File: src/rtl/msi_remap_pkg.sv
package msi_remap_pkg;

  typedef enum logic [1:0] {
    K_OUTWIN = 2'd0,
    K_DIRECT = 2'd1,
    K_REMAP  = 2'd2
  } req_kind_e;

  localparam logic [1:0] FC_WINDOW  = 2'd0;
  localparam logic [1:0] FC_RANGE   = 2'd1;
  localparam logic [1:0] FC_INVALID = 2'd2;
  localparam logic [1:0] FC_BLOCKED = 2'd3;

  localparam logic [11:0] WINDOW_TAG = 12'hFEE;
  localparam int HANDLE_W = 16;
  localparam int SUM_W    = HANDLE_W + 1;

  typedef struct packed {
    logic [31:0] dest;
    logic [7:0]  vec;
    logic        mode;
  } irte_t;

endpackage

File: src/rtl/msi_req_decode.sv
module msi_req_decode
  import msi_remap_pkg::*;
#(
  parameter int DEPTH = 64,
  localparam int IDX_W = $clog2(DEPTH)
) (
  input  logic [63:2]      addr,
  input  logic [15:0]      data,
  output req_kind_e        kind,
  output logic [IDX_W-1:0] tbl_idx,
  output logic             idx_oor,
  output logic [7:0]       dir_dest,
  output logic [7:0]       dir_vec,
  output logic             dir_mode,
  output logic [2:0]       dir_dlv
);

  logic             in_window;
  logic [SUM_W-1:0] handle_ext;
  logic [SUM_W-1:0] sub_ext;
  logic [SUM_W-1:0] index_sum;

  always_comb begin
    in_window  = (addr[63:32] == 32'd0) && (addr[31:20] == WINDOW_TAG);
    handle_ext = {1'b0, addr[2], addr[19:5]};
    sub_ext    = addr[3] ? {1'b0, data} : '0;
    index_sum  = handle_ext + sub_ext;

    if (!in_window)   kind = K_OUTWIN;
    else if (addr[4]) kind = K_REMAP;
    else              kind = K_DIRECT;

    tbl_idx  = index_sum[IDX_W-1:0];
    idx_oor  = index_sum >= SUM_W'(DEPTH);
    dir_dest = addr[19:12];
    dir_vec  = data[7:0];
    dir_mode = addr[2];
    dir_dlv  = data[10:8];
  end

endmodule

File: src/rtl/msi_irt.sv
module msi_irt
  import msi_remap_pkg::*;
#(
  parameter int DEPTH = 64,
  localparam int IDX_W = $clog2(DEPTH)
) (
  input  logic             clk,
  input  logic             rst,
  input  logic             we,
  input  logic [IDX_W-1:0] widx,
  input  irte_t            wentry,
  input  logic             wvalid,
  input  logic             re,
  input  logic [IDX_W-1:0] ridx,
  output irte_t            rentry,
  output logic             rvalid
);

  irte_t      mem [DEPTH];
  logic [DEPTH-1:0] valid_q;

  // Payload memory: plain synchronous write/read so it maps to block RAM.
  always_ff @(posedge clk) begin
    if (we) mem[widx] <= wentry;
    if (re) rentry <= mem[ridx];
  end

  // Valid flags are kept in flops so reset can clear the whole table.
  always_ff @(posedge clk) begin
    if (rst) begin
      valid_q <= '0;
      rvalid  <= 1'b0;
    end else begin
      if (we) valid_q[widx] <= wvalid;
      if (re) rvalid <= valid_q[ridx];
    end
  end

endmodule

File: src/rtl/msi_resolve.sv
module msi_resolve
  import msi_remap_pkg::*;
(
  input  logic        clk,
  input  logic        rst,
  input  logic        accept,
  input  req_kind_e   kind,
  input  logic        idx_oor,
  input  logic [7:0]  dir_dest,
  input  logic [7:0]  dir_vec,
  input  logic        dir_mode,
  input  logic [2:0]  dir_dlv,
  input  logic        block,
  input  irte_t       tbl_entry,
  input  logic        tbl_valid,
  input  logic        out_ready,
  output logic        pipe_ready,
  output logic        out_valid,
  output logic [31:0] out_dest,
  output logic [7:0]  out_vec,
  output logic        out_mode,
  output logic [2:0]  out_dlv,
  output logic        out_remapped,
  output logic        out_bcast,
  output logic        fault,
  output logic [1:0]  fault_cause
);

  logic      s1_v;
  req_kind_e s1_kind;
  logic      s1_oor;
  logic      s1_block;
  logic [7:0] s1_dest;
  logic [7:0] s1_vec;
  logic      s1_mode;
  logic [2:0] s1_dlv;

  logic       out_free;
  logic       s1_adv;
  logic       bad;
  logic [1:0] bad_cause;

  assign out_free   = !out_valid || out_ready;
  assign s1_adv     = s1_v && out_free;
  assign pipe_ready = !s1_v || out_free;

  always_comb begin
    bad       = 1'b0;
    bad_cause = FC_WINDOW;
    unique case (s1_kind)
      K_DIRECT: begin
        bad       = s1_block;
        bad_cause = FC_BLOCKED;
      end
      K_REMAP: begin
        if (s1_oor) begin
          bad       = 1'b1;
          bad_cause = FC_RANGE;
        end else if (!tbl_valid) begin
          bad       = 1'b1;
          bad_cause = FC_INVALID;
        end
      end
      default: begin
        bad       = 1'b1;
        bad_cause = FC_WINDOW;
      end
    endcase
  end

  // Stage 1: decoded request alongside the table read.
  always_ff @(posedge clk) begin
    if (rst) begin
      s1_v     <= 1'b0;
      s1_kind  <= K_OUTWIN;
      s1_oor   <= 1'b0;
      s1_block <= 1'b0;
      s1_dest  <= '0;
      s1_vec   <= '0;
      s1_mode  <= 1'b0;
      s1_dlv   <= '0;
    end else if (pipe_ready) begin
      s1_v <= accept;
      if (accept) begin
        s1_kind  <= kind;
        s1_oor   <= idx_oor;
        s1_block <= block;
        s1_dest  <= dir_dest;
        s1_vec   <= dir_vec;
        s1_mode  <= dir_mode;
        s1_dlv   <= dir_dlv;
      end
    end
  end

  // Output registers and fault pulse.
  always_ff @(posedge clk) begin
    if (rst) begin
      out_valid    <= 1'b0;
      out_dest     <= '0;
      out_vec      <= '0;
      out_mode     <= 1'b0;
      out_dlv      <= '0;
      out_remapped <= 1'b0;
      out_bcast    <= 1'b0;
      fault        <= 1'b0;
      fault_cause  <= FC_WINDOW;
    end else begin
      fault <= s1_adv && bad;
      if (s1_adv && bad) fault_cause <= bad_cause;
      if (out_free) begin
        out_valid <= s1_adv && !bad;
        if (s1_adv && !bad) begin
          if (s1_kind == K_REMAP) begin
            out_dest     <= tbl_entry.dest;
            out_vec      <= tbl_entry.vec;
            out_mode     <= tbl_entry.mode;
            out_dlv      <= 3'd0;
            out_remapped <= 1'b1;
            out_bcast    <= 1'b0;
          end else begin
            out_dest     <= {24'd0, s1_dest};
            out_vec      <= s1_vec;
            out_mode     <= s1_mode;
            out_dlv      <= s1_dlv;
            out_remapped <= 1'b0;
            out_bcast    <= (s1_dest == 8'hFF);
          end
        end
      end
    end
  end

endmodule

File: src/rtl/msi_remap_unit.sv
module msi_remap_unit
  import msi_remap_pkg::*;
#(
  parameter int DEPTH = 64,
  localparam int IDX_W = $clog2(DEPTH)
) (
  input  logic             clk,
  input  logic             rst,
  input  logic             in_valid,
  output logic             in_ready,
  input  logic [63:2]      in_addr,
  input  logic [15:0]      in_data,
  input  logic             cfg_we,
  input  logic [IDX_W-1:0] cfg_idx,
  input  logic [31:0]      cfg_dest,
  input  logic [7:0]       cfg_vec,
  input  logic             cfg_mode,
  input  logic             cfg_valid,
  input  logic             ctrl_we,
  input  logic             ctrl_block,
  output logic             out_valid,
  input  logic             out_ready,
  output logic [31:0]      out_dest,
  output logic [7:0]       out_vec,
  output logic             out_mode,
  output logic [2:0]       out_dlv,
  output logic             out_remapped,
  output logic             out_bcast,
  output logic             fault,
  output logic [1:0]       fault_cause
);

  req_kind_e        dec_kind;
  logic [IDX_W-1:0] dec_idx;
  logic             dec_oor;
  logic [7:0]       dec_dest;
  logic [7:0]       dec_vec;
  logic             dec_mode;
  logic [2:0]       dec_dlv;
  logic             block_q;
  logic             accept;
  irte_t            rd_entry;
  logic             rd_valid;
  irte_t            wr_entry;

  assign accept   = in_valid && in_ready;
  assign wr_entry = '{dest: cfg_dest, vec: cfg_vec, mode: cfg_mode};

  always_ff @(posedge clk) begin
    if (rst)          block_q <= 1'b0;
    else if (ctrl_we) block_q <= ctrl_block;
  end

  msi_req_decode #(.DEPTH(DEPTH)) u_dec (
    .addr     (in_addr),
    .data     (in_data),
    .kind     (dec_kind),
    .tbl_idx  (dec_idx),
    .idx_oor  (dec_oor),
    .dir_dest (dec_dest),
    .dir_vec  (dec_vec),
    .dir_mode (dec_mode),
    .dir_dlv  (dec_dlv)
  );

  msi_irt #(.DEPTH(DEPTH)) u_irt (
    .clk    (clk),
    .rst    (rst),
    .we     (cfg_we),
    .widx   (cfg_idx),
    .wentry (wr_entry),
    .wvalid (cfg_valid),
    .re     (accept),
    .ridx   (dec_idx),
    .rentry (rd_entry),
    .rvalid (rd_valid)
  );

  msi_resolve u_res (
    .clk          (clk),
    .rst          (rst),
    .accept       (accept),
    .kind         (dec_kind),
    .idx_oor      (dec_oor),
    .dir_dest     (dec_dest),
    .dir_vec      (dec_vec),
    .dir_mode     (dec_mode),
    .dir_dlv      (dec_dlv),
    .block        (block_q),
    .tbl_entry    (rd_entry),
    .tbl_valid    (rd_valid),
    .out_ready    (out_ready),
    .pipe_ready   (in_ready),
    .out_valid    (out_valid),
    .out_dest     (out_dest),
    .out_vec      (out_vec),
    .out_mode     (out_mode),
    .out_dlv      (out_dlv),
    .out_remapped (out_remapped),
    .out_bcast    (out_bcast),
    .fault        (fault),
    .fault_cause  (fault_cause)
  );

endmodule

File: config.mk
export PLATFORM = sky130hd
export DESIGN_NAME = msi_remap_unit
export DESIGN_NICKNAME = d
export VERILOG_FILES = /design/src/rtl/msi_remap_pkg.sv /design/src/rtl/msi_req_decode.sv /design/src/rtl/msi_irt.sv /design/src/rtl/msi_resolve.sv /design/src/rtl/msi_remap_unit.sv
export SDC_FILE = /design/constraint.sdc
export NUM_CORES = 2
export LEC_CHECK = 0
export BUFFER_PORTS_ARGS = -buffer_cell sky130_fd_sc_hd__buf_2
export CAP_MARGIN = 30
export CORE_MARGIN = 2
export CORE_UTILIZATION = 35
export CTS_CLUSTER_SIZE = 20
export DETAILED_ROUTE_END_ITERATION = 10
export SLEW_MARGIN = 20
export SYNTH_ARGS = -nofsm -noshare
export SYNTH_HDL_FRONTEND = slang
export SYNTH_SLANG_ARGS = --single-unit
File: constraint.sdc
create_clock -name clk -period 5.89 [get_ports clk]
set_input_delay 0.2945 -clock clk [delete_from_list [all_inputs] [get_ports clk]]
set_output_delay 0.2945 -clock clk [all_outputs]
set_load 0.02 [all_outputs]
==> results.ini <==
[route]
vias_per_cell=5.63
finalWirelength_mm=307
detailedRoute.firstIterationViolations=7318
drc_errors=0
num_vias=54200
ant_nets=0
drt_pass1_iterations=5
route.detailed.wl_per_inst_um=31.9

[place]
detailedPlace.worstSlack_ns=0.881
finalWeightedCongestion=0.829
placed_area_um2=116000
hpwl_mm=170
numPortBuffers=183
dp.cells=9004

[cts]
insertion_delay_ns=0.88
cts_buffer_depth=4
post_cts_sizing_count=0
numClockSinks=2806
cts.root.buffer_cell=sky130_fd_sc_hd__clkbuf_16
htree_levels=5
cts_made_buffers=285
clk_transition_reported_paths_ns=0.06
tritoncts_clock_tree=yes

[yosys]
synth.net_count=4939
synth_commonest_cells=sky130_fd_sc_hd__edfxtp_1, sky130_fd_sc_hd__mux4_2, sky130_fd_sc_hd__a21oi_1, sky130_fd_sc_hd__clkbuf_1, sky130_fd_sc_hd__nand2_1
synth-edff-count=2665
synth_top_area_share_pct=74.1
post_synth_num_cell_types=51
register_area_share_after_synthesis_pct=76.7
synth.largest_area_cell=sky130_fd_sc_hd__edfxtp_1
synth_flop_cell=sky130_fd_sc_hd__edfxtp_1
synth-warning-count=0
cell_count_after_synthesis=4787
synth-seq-cells=2806
post_synth_instance_area_um2=108000
synth.most_common_cell=sky130_fd_sc_hd__edfxtp_1
ys_async_sr_fraction_pct=0
yosys-top-cells-area=sky130_fd_sc_hd__edfxtp_1, sky130_fd_sc_hd__mux4_2, sky130_fd_sc_hd__dfxtp_1, sky130_fd_sc_hd__a21oi_1, sky130_fd_sc_hd__mux2i_1
syn_area_per_cell_um2=22.6

[setup_path]
startpoint=in_data[0]
crit_path_max_fanout=24
crit-reg2reg-launch=u_res.s1_kind[0]
setup.worst_path.end_class=flip-flop
timing.critical_path.slowest_stage_cell=sky130_fd_sc_hd__fa_4
critical_path_class=in -> reg
path_cells=dlygate4sd3_1 -> buf_2 -> and2_1 -> ha_4 -> inv_1 -> fa_4 -> buf_12 -> buf_4 -> buf_4 -> mux4_2 -> mux4_2 -> nor2b_1 -> a211oi_1 -> a21oi_1
timing.critical_path.from_type=input pin
cp_data_arrival_time_ns=5.09
worst_path_largest_cell_delay_ns=0.98
cp_data_required_time_ns=6.46

[global_routing]
global_route_wire_length_before_repair_mm=423
gr-usage-all-layers_pct=19.1
number_of_global_route_vias_before_repair=53600
largest_net_degree_at_the_start_of_global_routing=103
global_route.overflow_total=0
initial_antenna_violation_count=27

[floorplan]
die_x_um=559
placeableCoreArea_um2=306000
die-area_um2=313000
floorplan.die.height_um=559
std_cell_rows=203
pin_count=184
start_util_pct=35.2

[final_layout]
stdcell_area_um2=126000
signed_area_change_from_the_synthesized_netlist_to_the_final_layout_pct=16.8
drive_gt1_share_pct=31.4
final_cell_count_no_fill=9622
final_net_count=5443

[power]
power_per_cell_area_nw_per_um2=350
leakage_nw=39.1
worst_ir_drop_vdd_mv=0.239
report.power.total_mw=44.2

[flow_run]
max_cap_viol=0

[min_path]
holdCritPathClass=in -> reg
hold_path.startpoint=cfg_dest[9]

[sta]
setup_ws_ns=1.37
rsz0062_at_grt=false
clock.fmax_mhz=221
worst_pin_slew_ns=1.06
whs_ns=-0.000720
post-route-period-util_pct=76.8
setup-tns-final_ns=0
setup_violations_final=0
slew_headroom_pct=29.6
report.final.hold_viol_count=4
slew_viol_final=0
clock-skew-final_ns=0.0460
post-route-min-period_ns=4.52

[status]
run_status=finished, violations left
failed_checks=hold timing

-- what timing repair did --
action	CTS	global route
buffers inserted	0	0
endpoints found under the hold margin	307	636
hold buffers	46	30
-- critical path: cells and delay by family --
kind | cells | cell delay [ns]
adder cells (fa/ha/maj) | 2 | 1.14
buffers and inverters | 6 | 1.64
AO/OA/AOI/OAI | 2 | 0.79
multiplexers | 2 | 0.83
AND/OR/NAND/NOR | 2 | 0.33
-- path summary, 6_finish.rpt --
kind                                          end  slack, ns  cells after the start
worst max register to register    u_res.out_bcast       2.71                      8
worst min register to register     u_res.s1_block       0.45                      2
worst max-delay path             u_irt.rentry[13]       1.37                     14
worst min-delay path            u_irt.mem[16][18]    -0.0007                      1
-- power by group --
group / internal (mW) / switching, mW
Combinational: 1.92 / 2.26
Clock: 10.1 / 7.63
Sequential: 22.1 / 0.178
Total: 34.1 / 10.1
-- state kept, by name, indices dropped and copies added (netlist names), 2 cells and up --
signal / cells
u_res.s1_dlv: 3
u_irt.rentry: 41
u_res.fault_cause: 2
u_res.s1_dest: 8
u_res.s1_kind: 2
u_res.s1_vec: 8
u_irt.valid_q: 64
u_irt.mem: 2624
u_res.out_dest: 32
u_res.out_dlv: 3
u_res.out_vec: 8
-- routing by layer --
| metal | track usage (%) | part of all wire, % | wire length (µm) |
|---|---|---|---|
| met5 | 0 | 0.014 | 43 |
| met4 | 4.61 | 2.5 | 7800 |
| met3 | 3.23 | 8.0 | 24600 |
| met2 | 31.1 | 49 | 150000 |
| met1 | 26.8 | 41 | 125000 |
-- logic make-up after synthesis --
| kind of cell | synth area share [%] |
|---|---|
| buffers and inverters | 1.21 |
| xor gates and xnor gates | 0.0324 |
| and+or+nand+nor | 1.80 |
| AOI/OAI and AO/OA | 1.81 |
| muxes | 18.2 |
| adders and majority gates | 0.227 |
| DFF | 76.7 |
-- final cells by class --
type | instances | area [µm²]
timing repair buffer | 494 | 4680
clock inverter | 165 | 1490
antenna | 9 | 22.5
inverter | 12 | 46.3
sequential | 2806 | 82800
tap | 4100 | 5130
clock buffer | 344 | 7500
fill | 26500 | 180000
multi-input combinational | 1692 | 24300
-- per-stage QoR --
| step | utilization, % | hold slack (ns) |
|---|---|---|
| 3_5_place_dp | 37.8 | 0.446 |
| 5_1_grt | 41.2 | 0.00610 |
| 4_1_cts | 40.9 | 0.0498 |
| 6_report | 41.2 | -0.000720 |
| 3_3_place_gp | 37.6 | 0.442 |
| 2_1_floorplan | - | 0.393 |
-- layout by cell type (no fill, tap or decap), types with 68 or more instances in the layout --
cell	count
sky130_fd_sc_hd__mux2i_1	68
sky130_fd_sc_hd__clkinv_1	69
sky130_fd_sc_hd__nand2_1	156
sky130_fd_sc_hd__clkbuf_16	290
sky130_fd_sc_hd__dfxtp_1	141
sky130_fd_sc_hd__buf_2	171
sky130_fd_sc_hd__buf_4	156
sky130_fd_sc_hd__edfxtp_1	2665
sky130_fd_sc_hd__mux4_2	840
sky130_fd_sc_hd__dlygate4sd3_1	76
sky130_fd_sc_hd__o21ai_0	71
sky130_fd_sc_hd__a21oi_1	173
Note: power is estimated with default switching activity, not from simulation.
